File: src/rtl/tbp_pkg.sv
package tbp_pkg;

    // Outcome of offering a completed word to the queue in one cycle.
    typedef enum logic [1:0] {
        PUSH_NONE    = 2'd0,
        PUSH_STORED  = 2'd1,
        PUSH_DROPPED = 2'd2
    } push_res_e;

endpackage

File: src/rtl/tbp_packer.sv
module tbp_packer #(
    parameter int LANES        = 1,
    parameter int SLOTS        = 1,
    parameter int WORD_BITS    = 64,
    parameter int LANE_ID_BITS = 1,
    parameter int SLOT_ID_BITS = 1,
    parameter int SEQ_BITS     = 32
) (
    input  logic                    clk,
    input  logic                    rst_n,
    input  logic                    clear,
    input  logic                    in_valid,
    input  logic                    in_bit,
    input  logic [LANE_ID_BITS-1:0] in_lane,
    input  logic [SLOT_ID_BITS-1:0] in_slot,
    output logic                    bit_taken,
    output logic                    word_valid,
    output logic [WORD_BITS-1:0]    word_data,
    output logic [LANE_ID_BITS-1:0] word_lane,
    output logic [SLOT_ID_BITS-1:0] word_slot,
    output logic [SEQ_BITS-1:0]     word_seq
);

    localparam int CHANS = LANES * SLOTS;
    localparam int CH_W  = (CHANS > 1) ? $clog2(CHANS) : 1;
    localparam int CNT_W = (WORD_BITS > 1) ? $clog2(WORD_BITS) : 1;
    localparam logic [CNT_W-1:0]      LAST     = CNT_W'(WORD_BITS - 1);
    localparam logic [LANE_ID_BITS:0] LANE_LIM = (LANE_ID_BITS + 1)'(LANES);
    localparam logic [SLOT_ID_BITS:0] SLOT_LIM = (SLOT_ID_BITS + 1)'(SLOTS);

    typedef struct packed {
        logic [CHANS-1:0][WORD_BITS-1:0] sh;
        logic [CHANS-1:0][CNT_W-1:0]     fill;
        logic [SEQ_BITS-1:0]             seq;
    } pack_st_t;

    pack_st_t            st_d, st_q;
    logic                in_range;
    logic                take;
    logic [CH_W-1:0]     chan;
    logic [WORD_BITS-1:0] nxt;

    assign in_range  = ({1'b0, in_lane} < LANE_LIM) && ({1'b0, in_slot} < SLOT_LIM);
    assign chan      = CH_W'(in_lane) * CH_W'(SLOTS) + CH_W'(in_slot);
    assign word_lane = in_lane;
    assign word_slot = in_slot;
    assign word_seq  = st_q.seq;

    always_comb begin
        st_d       = st_q;
        take       = in_valid && in_range && !clear;
        bit_taken  = 1'b0;
        word_valid = 1'b0;
        word_data  = '0;
        nxt        = '0;
        if (clear) begin
            st_d = '0;
        end else if (take) begin
            bit_taken = 1'b1;
            for (int c = 0; c < CHANS; c++) begin
                if (chan == CH_W'(c)) begin
                    nxt = st_q.sh[c];
                    nxt[st_q.fill[c]] = in_bit;
                    if (st_q.fill[c] == LAST) begin
                        word_valid   = 1'b1;
                        word_data    = nxt;
                        st_d.sh[c]   = '0;
                        st_d.fill[c] = '0;
                        st_d.seq     = st_q.seq + SEQ_BITS'(1);
                    end else begin
                        st_d.sh[c]   = nxt;
                        st_d.fill[c] = st_q.fill[c] + CNT_W'(1);
                    end
                end
            end
        end
    end

    always_ff @(posedge clk or negedge rst_n) begin
        if (!rst_n) st_q <= '0;
        else        st_q <= st_d;
    end

    // every completed word advances the sequence by exactly one
    assert_seq_step_R4: assert property (@(posedge clk) disable iff (!rst_n)
        word_valid |=> st_q.seq == $past(st_q.seq) + SEQ_BITS'(1));

    // out-of-range tags never count as accepted bits
    assert_range_gate_R12: assert property (@(posedge clk) disable iff (!rst_n)
        !in_range |-> !bit_taken);

endmodule

File: src/rtl/tbp_fifo.sv
module tbp_fifo #(
    parameter int WIDTH     = 98,
    parameter int ADDR_BITS = 4
) (
    input  logic                clk,
    input  logic                rst_n,
    input  logic                clear,
    input  logic                push,
    input  logic [WIDTH-1:0]    push_data,
    input  logic                pop_ready,
    output logic                rd_valid,
    output logic [WIDTH-1:0]    rd_data,
    output tbp_pkg::push_res_e  result
);
    import tbp_pkg::*;

    localparam int DEPTH = 1 << ADDR_BITS;
    localparam logic [ADDR_BITS:0] FULL_CNT = (ADDR_BITS + 1)'(DEPTH);

    typedef struct packed {
        logic [DEPTH-1:0][WIDTH-1:0] mem;
        logic [ADDR_BITS-1:0]        wr;
        logic [ADDR_BITS-1:0]        rd;
        logic [ADDR_BITS:0]          count;
    } fifo_st_t;

    fifo_st_t st_d, st_q;
    logic     pop;
    logic     full;
    logic     store;

    assign rd_valid = (st_q.count != '0);
    assign rd_data  = st_q.mem[st_q.rd];

    always_comb begin
        st_d   = st_q;
        full   = (st_q.count == FULL_CNT);
        pop    = rd_valid && pop_ready && !clear;
        store  = push && !clear && (!full || pop);
        result = PUSH_NONE;
        if (clear) begin
            st_d.wr    = '0;
            st_d.rd    = '0;
            st_d.count = '0;
        end else begin
            if (push) result = store ? PUSH_STORED : PUSH_DROPPED;
            if (store) begin
                st_d.mem[st_q.wr] = push_data;
                st_d.wr           = st_q.wr + ADDR_BITS'(1);
            end
            if (pop) st_d.rd = st_q.rd + ADDR_BITS'(1);
            case ({store, pop})
                2'b10:   st_d.count = st_q.count + (ADDR_BITS + 1)'(1);
                2'b01:   st_d.count = st_q.count - (ADDR_BITS + 1)'(1);
                default: st_d.count = st_q.count;
            endcase
        end
    end

    always_ff @(posedge clk or negedge rst_n) begin
        if (!rst_n) st_q <= '0;
        else        st_q <= st_d;
    end

    // occupancy never exceeds the configured depth
    assert_count_bound_R5: assert property (@(posedge clk) disable iff (!rst_n)
        st_q.count <= FULL_CNT);

    // a word is dropped only on a full queue with no pop that cycle
    assert_drop_when_full_R7: assert property (@(posedge clk) disable iff (!rst_n)
        (result == PUSH_DROPPED) |-> (st_q.count == FULL_CNT) && !pop_ready);

endmodule

File: src/rtl/tbp_stats.sv
module tbp_stats #(
    parameter int STAT_BITS = 32
) (
    input  logic                 clk,
    input  logic                 rst_n,
    input  logic                 clear,
    input  logic                 bit_taken,
    input  logic                 handshake,
    input  tbp_pkg::push_res_e   result,
    output logic [STAT_BITS-1:0] bits,
    output logic [STAT_BITS-1:0] words,
    output logic [STAT_BITS-1:0] drops,
    output logic                 overflow
);
    import tbp_pkg::*;

    typedef struct packed {
        logic [STAT_BITS-1:0] bits;
        logic [STAT_BITS-1:0] words;
        logic [STAT_BITS-1:0] drops;
        logic                 ovf;
    } stat_st_t;

    stat_st_t st_d, st_q;

    assign bits     = st_q.bits;
    assign words    = st_q.words;
    assign drops    = st_q.drops;
    assign overflow = st_q.ovf;

    always_comb begin
        st_d = st_q;
        if (clear) begin
            st_d = '0;
        end else begin
            if (bit_taken) st_d.bits  = st_q.bits + STAT_BITS'(1);
            if (handshake) st_d.words = st_q.words + STAT_BITS'(1);
            if (result == PUSH_DROPPED) begin
                st_d.drops = st_q.drops + STAT_BITS'(1);
                st_d.ovf   = 1'b1;
            end
        end
    end

    always_ff @(posedge clk or negedge rst_n) begin
        if (!rst_n) st_q <= '0;
        else        st_q <= st_d;
    end

    // the overflow flag holds until clear
    assert_overflow_sticky_R8: assert property (@(posedge clk) disable iff (!rst_n)
        (overflow && !clear) |=> overflow);

    // each handshake advances the word counter by one
    assert_words_step_R10: assert property (@(posedge clk) disable iff (!rst_n)
        (handshake && !clear) |=> words == $past(words) + STAT_BITS'(1));

    // each drop advances the drop counter and raises overflow
    assert_drop_count_R7: assert property (@(posedge clk) disable iff (!rst_n)
        (result == PUSH_DROPPED && !clear) |=> (drops == $past(drops) + STAT_BITS'(1)) && overflow);

endmodule

File: src/rtl/tagged_bit_packer.sv
module tagged_bit_packer #(
    parameter int LANES          = 1,
    parameter int SLOTS          = 1,
    parameter int WORD_BITS      = 64,
    parameter int FIFO_ADDR_BITS = 4,
    parameter int LANE_ID_BITS   = 1,
    parameter int SLOT_ID_BITS   = 1,
    parameter int SEQ_BITS       = 32,
    parameter int STAT_BITS      = 32
) (
    input  logic                    clk,
    input  logic                    rst_n,
    input  logic                    clear,
    input  logic                    in_valid,
    input  logic                    in_bit,
    input  logic [LANE_ID_BITS-1:0] in_lane,
    input  logic [SLOT_ID_BITS-1:0] in_slot,
    output logic                    out_valid,
    input  logic                    out_ready,
    output logic [WORD_BITS-1:0]    out_data,
    output logic [LANE_ID_BITS-1:0] out_lane,
    output logic [SLOT_ID_BITS-1:0] out_slot,
    output logic [SEQ_BITS-1:0]     out_seq,
    output logic                    overflow,
    output logic [STAT_BITS-1:0]    bit_count,
    output logic [STAT_BITS-1:0]    word_count,
    output logic [STAT_BITS-1:0]    drop_count
);
    import tbp_pkg::*;

    localparam int ENTRY_W = SEQ_BITS + SLOT_ID_BITS + LANE_ID_BITS + WORD_BITS;

    logic                    bit_taken;
    logic                    word_valid;
    logic [WORD_BITS-1:0]    word_data;
    logic [LANE_ID_BITS-1:0] word_lane;
    logic [SLOT_ID_BITS-1:0] word_slot;
    logic [SEQ_BITS-1:0]     word_seq;
    logic [ENTRY_W-1:0]      push_entry;
    logic [ENTRY_W-1:0]      head_entry;
    logic                    handshake;
    push_res_e               push_res;

    tbp_packer #(
        .LANES(LANES), .SLOTS(SLOTS), .WORD_BITS(WORD_BITS),
        .LANE_ID_BITS(LANE_ID_BITS), .SLOT_ID_BITS(SLOT_ID_BITS), .SEQ_BITS(SEQ_BITS)
    ) u_packer (
        .clk(clk), .rst_n(rst_n), .clear(clear),
        .in_valid(in_valid), .in_bit(in_bit), .in_lane(in_lane), .in_slot(in_slot),
        .bit_taken(bit_taken), .word_valid(word_valid), .word_data(word_data),
        .word_lane(word_lane), .word_slot(word_slot), .word_seq(word_seq)
    );

    assign push_entry = {word_seq, word_slot, word_lane, word_data};

    tbp_fifo #(
        .WIDTH(ENTRY_W), .ADDR_BITS(FIFO_ADDR_BITS)
    ) u_fifo (
        .clk(clk), .rst_n(rst_n), .clear(clear),
        .push(word_valid), .push_data(push_entry), .pop_ready(out_ready),
        .rd_valid(out_valid), .rd_data(head_entry), .result(push_res)
    );

    assign {out_seq, out_slot, out_lane, out_data} = head_entry;
    assign handshake = out_valid && out_ready && !clear;

    tbp_stats #(
        .STAT_BITS(STAT_BITS)
    ) u_stats (
        .clk(clk), .rst_n(rst_n), .clear(clear),
        .bit_taken(bit_taken), .handshake(handshake), .result(push_res),
        .bits(bit_count), .words(word_count), .drops(drop_count), .overflow(overflow)
    );

    // a stalled output word holds all of its fields
    assert_hold_stable_R6: assert property (@(posedge clk) disable iff (!rst_n)
        (out_valid && !out_ready && !clear) |=>
            (out_valid && $stable(out_data) && $stable(out_lane)
             && $stable(out_slot) && $stable(out_seq)));

    // one clear cycle returns the block to its empty state
    assert_clear_empties_R11: assert property (@(posedge clk) disable iff (!rst_n)
        clear |=> (!out_valid && !overflow && bit_count == '0
                   && word_count == '0 && drop_count == '0));

endmodule

File: config.mk
export PLATFORM = sky130hd
export DESIGN_NAME = tagged_bit_packer
export DESIGN_NICKNAME = d
export VERILOG_FILES = /design/src/rtl/tbp_pkg.sv /design/src/rtl/tbp_packer.sv /design/src/rtl/tbp_fifo.sv /design/src/rtl/tbp_stats.sv /design/src/rtl/tagged_bit_packer.sv
export SDC_FILE = /design/constraint.sdc
export NUM_CORES = 2
export LEC_CHECK = 0
export BUFFER_PORTS_ARGS = -buffer_cell sky130_fd_sc_hd__buf_2
export CORE_MARGIN = 4
export CORE_UTILIZATION = 67
export CTS_CLUSTER_DIAMETER = 150
export CTS_CLUSTER_SIZE = 25
export DETAILED_ROUTE_END_ITERATION = 10
export PLACE_DENSITY = 0.94
export SLEW_MARGIN = 40
export SYNTH_ARGS = -nofsm -noshare
export SYNTH_HDL_FRONTEND = slang
export SYNTH_SLANG_ARGS = --single-unit
File: constraint.sdc
create_clock -name clk -period 6.89 [get_ports clk]
set_input_delay 0.689 -clock clk [delete_from_list [all_inputs] [get_ports clk]]
set_output_delay 0.689 -clock clk [all_outputs]
set_load 0.02 [all_outputs]
# ---- Word level (Yosys, flattened, before mapping)
# Index checks and enable logic that the tools add are counted.
dict set report op_classes {
  reduce_logical 23
  eq_ne 6
  magnitude_cmp 7
  n_addsub 10
  muxes 34
  bitwise_logic 1
}
# op count
set op_table {}
lappend op_table {{$bwmux W1568} 1}
lappend op_table {{$bmux W98 S4} 1}
lappend op_table {{$demux W98 S4} 1}
lappend op_table {{$mux W102} 3}
lappend op_table {{$mux W64} 4}
lappend op_table {{$mux W98} 2}
lappend op_table {{$add A32 B1 Y32 const B} 4}
lappend op_table {{$mux W97} 1}
lappend op_table {{$mux W32} 3}
lappend op_table {{$mux W70} 1}
lappend op_table {{$bwmux W64} 1}
lappend op_table {{$mux W33} 1}
lappend op_table {{$mux W13} 1}
lappend op_table {{$reduce_bool A2 Y1} 6}
lappend op_table {{$lt A4 B5 Y1 const B} 2}
lappend op_table {{$pmux W5 S2} 1}
lappend op_table {{$logic_and A1 B1 Y1} 9}
lappend op_table {{$add A4 B1 Y4 const B} 2}
lappend op_table {{$mux W4} 2}
lappend op_table {{$lt A6 B7 Y1 const B} 1}
lappend op_table {{$mux W1} 7}
lappend op_table {{$add A6 B1 Y6 const B} 1}
lappend op_table {{$demux W1 S6} 1}
lappend op_table {{$eq A6 B6 Y1 const B} 1}
lappend op_table {{other kinds (18)} 24}
dict set report totals {
  ff_bits 1780
  out_inout_bits 196
  wordCells 107
}

# ---- Longest topological paths before layout
dict set report logic_depth {
  ltp_word 14
  depth_mapped 14
  mapped_depth_nobuf 12
}

# ---- Modules after synthesis
# Synthesis repeated with hierarchy kept, for this count alone.
dict set report unflattened {
  hier_cells 5498
  area_unflattened_um2 82120.0
}
# module n_inst cells_per_inst area_per_inst_um2
set by_module_without_submodules {}
lappend by_module_without_submodules {tbp_fifo 1 4116 70644.0}
lappend by_module_without_submodules {tbp_packer 1 852 6424.9}
lappend by_module_without_submodules {tbp_stats 1 529 5042.3}
lappend by_module_without_submodules {tagged_bit_packer 1 1 8.8}

# ---- Least setup slack after synthesis
# OpenSTA, ideal clock, no wires.
dict set report synth_path {
  path_type {input to register}
  startpoint {input in_slot}
  endpoint {register u_fifo.st_q[4] (netlist bit)}
  slack_ps 3186
  setup_ps 125
  t_required_ps 6765
  path_stages 13
  n_path_buf 2
  arrival_ps 3579
  path_cell_list {inv_1 -> clkbuf_1 -> ha_1 -> nand4bb_1 -> nor3_1 -> buf_2 -> nor3_1 -> ha_1 -> nor2b_1 -> o21ai_0 -> a21oi_1 -> a32oi_1 -> mux2_2}
}
dict set report synth_between {
  elab_chain_cells 11
}
# item line
set synth_rtl {}
lappend synth_rtl {{from (decl)} tagged_bit_packer.sv:17} ;# input logic [SLOT_ID_BITS-1:0] in_slot,
lappend synth_rtl {{$lt A1 B1 Y1} tbp_packer.sv:43} ;# assign in_range = ({1'b0, in_lane} < LANE_LIM) && ({1'b0, in_slot} < SLOT_LIM);
lappend synth_rtl {{$logic_and A1 B1 Y1} tbp_packer.sv:43}
lappend synth_rtl {{$logic_and A1 B1 Y1 (2 in series)} tbp_packer.sv:51} ;# take = in_valid && in_range && !clear;
lappend synth_rtl {{$mux W1 (*)} tbp_packer.sv:58} ;# end else if (take) begin
lappend synth_rtl {{$mux W1 (*)} tbp_packer.sv:56} ;# if (clear) begin
lappend synth_rtl {{$logic_and A1 B1 Y1 (*) (2 in series)} tbp_fifo.sv:39} ;# store = push && !clear && (!full || pop);
lappend synth_rtl {{$eq A2 B1 Y1 or $eq A2 B2 Y1 (tied branches)} tbp_fifo.sv:52} ;# case ({store, pop})
lappend synth_rtl {{$pmux W5 S2} tbp_fifo.sv:52}
lappend synth_rtl {{$mux W13} tbp_fifo.sv:41} ;# if (clear) begin
lappend synth_rtl {{to (signal assigned)} tbp_fifo.sv:62} ;# else st_q <= st_d;
lappend synth_rtl {{to (decl)} tbp_fifo.sv:27} ;# fifo_st_t st_d, st_q;
# Every way passes the cells marked *; elsewhere a longest branch is shown, timed or not.
# A chain may end at the register's enable or synchronous reset.

# ---- Worst setup path after layout
dict set report layout_path {
  startpoint {register u_packer.st_q[33] (netlist bit)}
  endpoint {register u_fifo.st_q[1448] (netlist bit)}
}
dict set report layout_between {
  elab_chain_cells 10
}
# item line
set layout_rtl {}
lappend layout_rtl {{from (decl)} tbp_packer.sv:37} ;# pack_st_t st_d, st_q;
lappend layout_rtl {{from (signal assigned)} tbp_packer.sv:81} ;# else st_q <= st_d;
lappend layout_rtl {{$lt A6 B7 Y1 (implied by the code) or $ge A6 B1 Y1 (tied branches)} tbp_packer.sv:63} ;# nxt[st_q.fill[c]] = in_bit;
lappend layout_rtl {{$logic_and A1 B1 Y1 (implied by the code)} tbp_packer.sv:63}
lappend layout_rtl {{$mux W1 (implied by the code)} tbp_packer.sv:63}
lappend layout_rtl {{$demux W1 S6} n/a}
lappend layout_rtl {{$bwmux W64} tbp_packer.sv:63}
lappend layout_rtl {{$mux W64} tbp_packer.sv:64} ;# if (st_q.fill[c] == LAST) begin
lappend layout_rtl {{$mux W64} tbp_packer.sv:61} ;# if (chan == CH_W'(c)) begin
lappend layout_rtl {{$mux W64} tbp_packer.sv:58}
lappend layout_rtl {{$mux W64} tbp_packer.sv:56}
lappend layout_rtl {{$bwmux W1568} tbp_fifo.sv:48} ;# st_d.mem[st_q.wr] = push_data;
# Parallel ways exist; a longest one is shown, timed or not.

==> run_results.csv <==
group,metric,value,unit
yosys,synth_nets,6760,
placed_design,pre_cts_ws,2.204,ns
yosys,synth_seq_area_share,0.5459,
die,die_area,127400,sq um
die,core-area,120400,sq um
routing,antenna_left,0,
yosys,synthFlopType,"dfrtp_1",
outcome,outcome,"finished, final reports clean",
clocking,post-cts-setup-buffers,0,
placed_design,place_hpwl,127600,um
timing,finalHoldViolCount,0,
timing,fin_skew,0.03906,ns
cells_and_area,finalCoreUtilization,0.7132,
critical_path,crit_path_top_delay_cell,"dfrtp_2",
run,maxCapViolCount,0,
yosys,synth_edf_count,0,
placed_design,post_dp_cell_area,83370,sq um
yosys,yosys_warnings,0,
critical_path,start_kind,"register",
critical_path,crit_fanout,69,
die,pin_count,204,
timing,clock.fmax,217.1,MHz
routing,vias,57782,
routing,drtIter0Drc,8422,
timing,tns,0,ns
timing,report.final.slew_viol_count,0,
timing,layout_setup_ws,2.284,ns
clocking,cts_made_buffers,81,
clocking,cts_sinks,1780,
power_and_ir_drop,p_leak,38.92,nW
routing,routedWlPerCell,26.90,um
yosys,async_reset_ff_frac,1.000,
clocking,clockRootBuffer,"clkbuf_16",
cells_and_area,final_layout_size_suffix_gt1_frac,0.2362,
timing,min_period,4.606,ns
placed_design,gp_congestion,0.8223,
clocking,cts_tree,"yes",
cells_and_area,finalInstanceArea,85900,sq um
timing,rsz0062_at_grt,"false",
timing,slew_headroom,0.4021,
clocking,clock_latency,0.72,ns
global_route,grt.total_usage,0.3410,
routing,first_pass_iters,8,
timing,setup_violations,0,
critical_path,critPathTopFamily,"simple AND/OR/NAND/NOR gates",
clocking,hold_buffers,1,
die,num_rows,127,
die,start_util,0.6775,
power_and_ir_drop,worst_ir_drop_vdd,307.5,uV
clocking,clk_path_buf_depth,3,
power_and_ir_drop,power.density,205.9,nW/um^2
placed_design,numPortBuffers,203,
yosys,ys_types,59,
timing,tightest_slew,0.8969,ns
die,die_width,357.0,um
clocking,htree_levels,3,
critical_path,cp_cell_sequence,"ha_1 -> nand3_1 -> nor3_2 -> buf_6 -> nand2b_1 -> o21ai_0",
routing,drc,0,
global_route,grt_pass1_wl,341500,um
yosys,ys_seq_elements,1780,
clocking,cts.reportedPaths.clkPinSlew,0.11,ns
yosys,avgSynthCellArea,12.11,sq um
cells_and_area,syn_to_final_growth,5.270,%
global_route,grt_pass1_vias,61526,
critical_path,end_kind,"register",
critical_path,path_class,"reg -> reg",
cells_and_area,fillers,7042,
global_route,grt_start_max_net_pins,152,
critical_path,cpPeakStageDelay,0.83,ns
clocking,cts.repair.resized,0,
routing,avgViaCountPerCell,7.113,
yosys,syn_area,81600,sq um
min_path,worstHoldPathType,"in -> reg",
timing,post-route-period-util,0.6685,
yosys,syn-instance-count,6737,
cells_and_area,layout.nets,6521,
routing,routed_wirelength,218500,um
critical_path,worst-path-buf-inv,1,
timing,whs,0.2742,ns
die,die_h,357.0,um
global_route,overflow,0,
critical_path,crit_required,7.44,ns
critical_path,crit_arrival,5.15,ns
global_route,grt_antenna_before_repair,4,
[per-layer routing]
layer,up-vias,GRT usage,share of wire
li1,23331,-,-
met1,29344,0.4231,0.35
met2,4014,0.5640,0.50
met3,1093,0.06537,0.090
met4,0,0.2035,0.064
met5,-,0,0
[cells in the mapped netlist, types with 9 or more instances]
cell type,count,area share
buf_1,35,0.0016
nor4_1,32,0.0025
o21ai_0,947,0.058
inv_1,25,0.0011
and3_1,9,0.00069
a21oi_1,191,0.012
buf_4,34,0.0031
or3_1,27,0.0021
mux2_2,651,0.090
or4_1,12,0.0011
clkbuf_1,405,0.019
ha_1,14,0.0021
nand2b_1,72,0.0055
nand3_1,55,0.0034
nand4_1,43,0.0033
a22o_1,20,0.0021
mux4_2,392,0.11
mux2i_1,169,0.021
nor3_1,27,0.0017
o21ai_1,32,0.0020
a211oi_1,99,0.0091
xnor2_1,60,0.0064
nor2_1,196,0.0090
dfrtp_1,1780,0.55
and2_1,10,0.00077
buf_2,147,0.0090
mux2_4,40,0.0074
nor2b_1,105,0.0080
nand2_1,939,0.043
and4_1,13,0.0014
xor2_1,32,0.0034
mux2_1,40,0.0055
[per-stage QoR]
stage,power (mW),instances
after floorplan,11.87,6737
after global placement,12.37,8001
after detailed placement,12.41,8017
after CTS,17.68,8109
after global routing,18.23,8121
final,17.68,8124
[power by group]
| group | switching (mW) | internal [mW] |
|---|---|---|
| Clock | 3.28 | 2.20 |
| Combinational | 1.04 | 0.656 |
| Sequential | 0.0495 | 10.5 |
| Total | 4.37 | 13.3 |
[logic make-up after synthesis]
| logic type | count (synthesis) | share of synthesized area |
|---|---|---|
| AO/OA/AOI/OAI | 1311 | 0.08516 |
| flip-flops | 1780 | 0.5459 |
| adder cells (fa/ha/maj) | 15 | 0.002392 |
| buffers and inverters | 660 | 0.03617 |
| XOR/XNOR | 92 | 0.009874 |
| AND/OR/NAND/NOR | 1587 | 0.08892 |
| multiplexers | 1292 | 0.2316 |
[worst paths after layout]
kind	start	endpoint	slack, ns	cells after the start
worst min register to register	u_fifo.st_q[516]	u_fifo.st_q[516]	0.48	2
worst min-delay path	in_slot	u_fifo.st_q[960]	0.27	2
worst max-delay path	u_packer.st_q[33]	u_fifo.st_q[1448]	2.28	6
worst max register to register	u_packer.st_q[33]	u_fifo.st_q[1448]	2.28	6
max in group asynchronous	rst_n	u_fifo.st_q[52]	4.26	6
min in group asynchronous	rst_n	u_stats.words[9]	0.50	2
[registers in the layout (all words and copies together), names as in the netlist]
register           count
u_packer.st_q         70
u_stats.drops         32
u_stats.overflow       1
u_stats.words         32
u_packer.word_seq     32
u_stats.bits          32
u_fifo.st_q         1581
[layout make-up]
cell class                      count  area, sq um  area share
Inverter                           25        93.84    0.001092
Sequential cell                  1780        44560      0.5188
Clock inverter                      6        90.09    0.001049
Timing Repair Buffer              313         2668     0.03105
Antenna cell                        6        15.01   0.0001748
Multi-Input combinational cell   4297        34370      0.4001
Clock buffer                       85         2085     0.02427
Tap cell                         1612         2017     0.02348
[layout by cell type (no fill, tap or decap), types with 31 or more instances in the layout]
cell type,n
mux4_2,392
nand2_1,939
o21ai_0,947
dfrtp_1,1772
nor2_1,195
xnor2_1,60
clkbuf_16,83
mux2_4,40
a211oi_1,99
buf_4,46
a21oi_1,191
o21ai_1,31
mux2i_1,169
nand3_1,54
buf_12,34
mux2_2,651
nand2b_1,72
buf_2,201
nor2b_1,105
mux2_1,40
xor2_1,32
nand4_1,43
No activity file was read; power rests on OpenSTA's default activity.
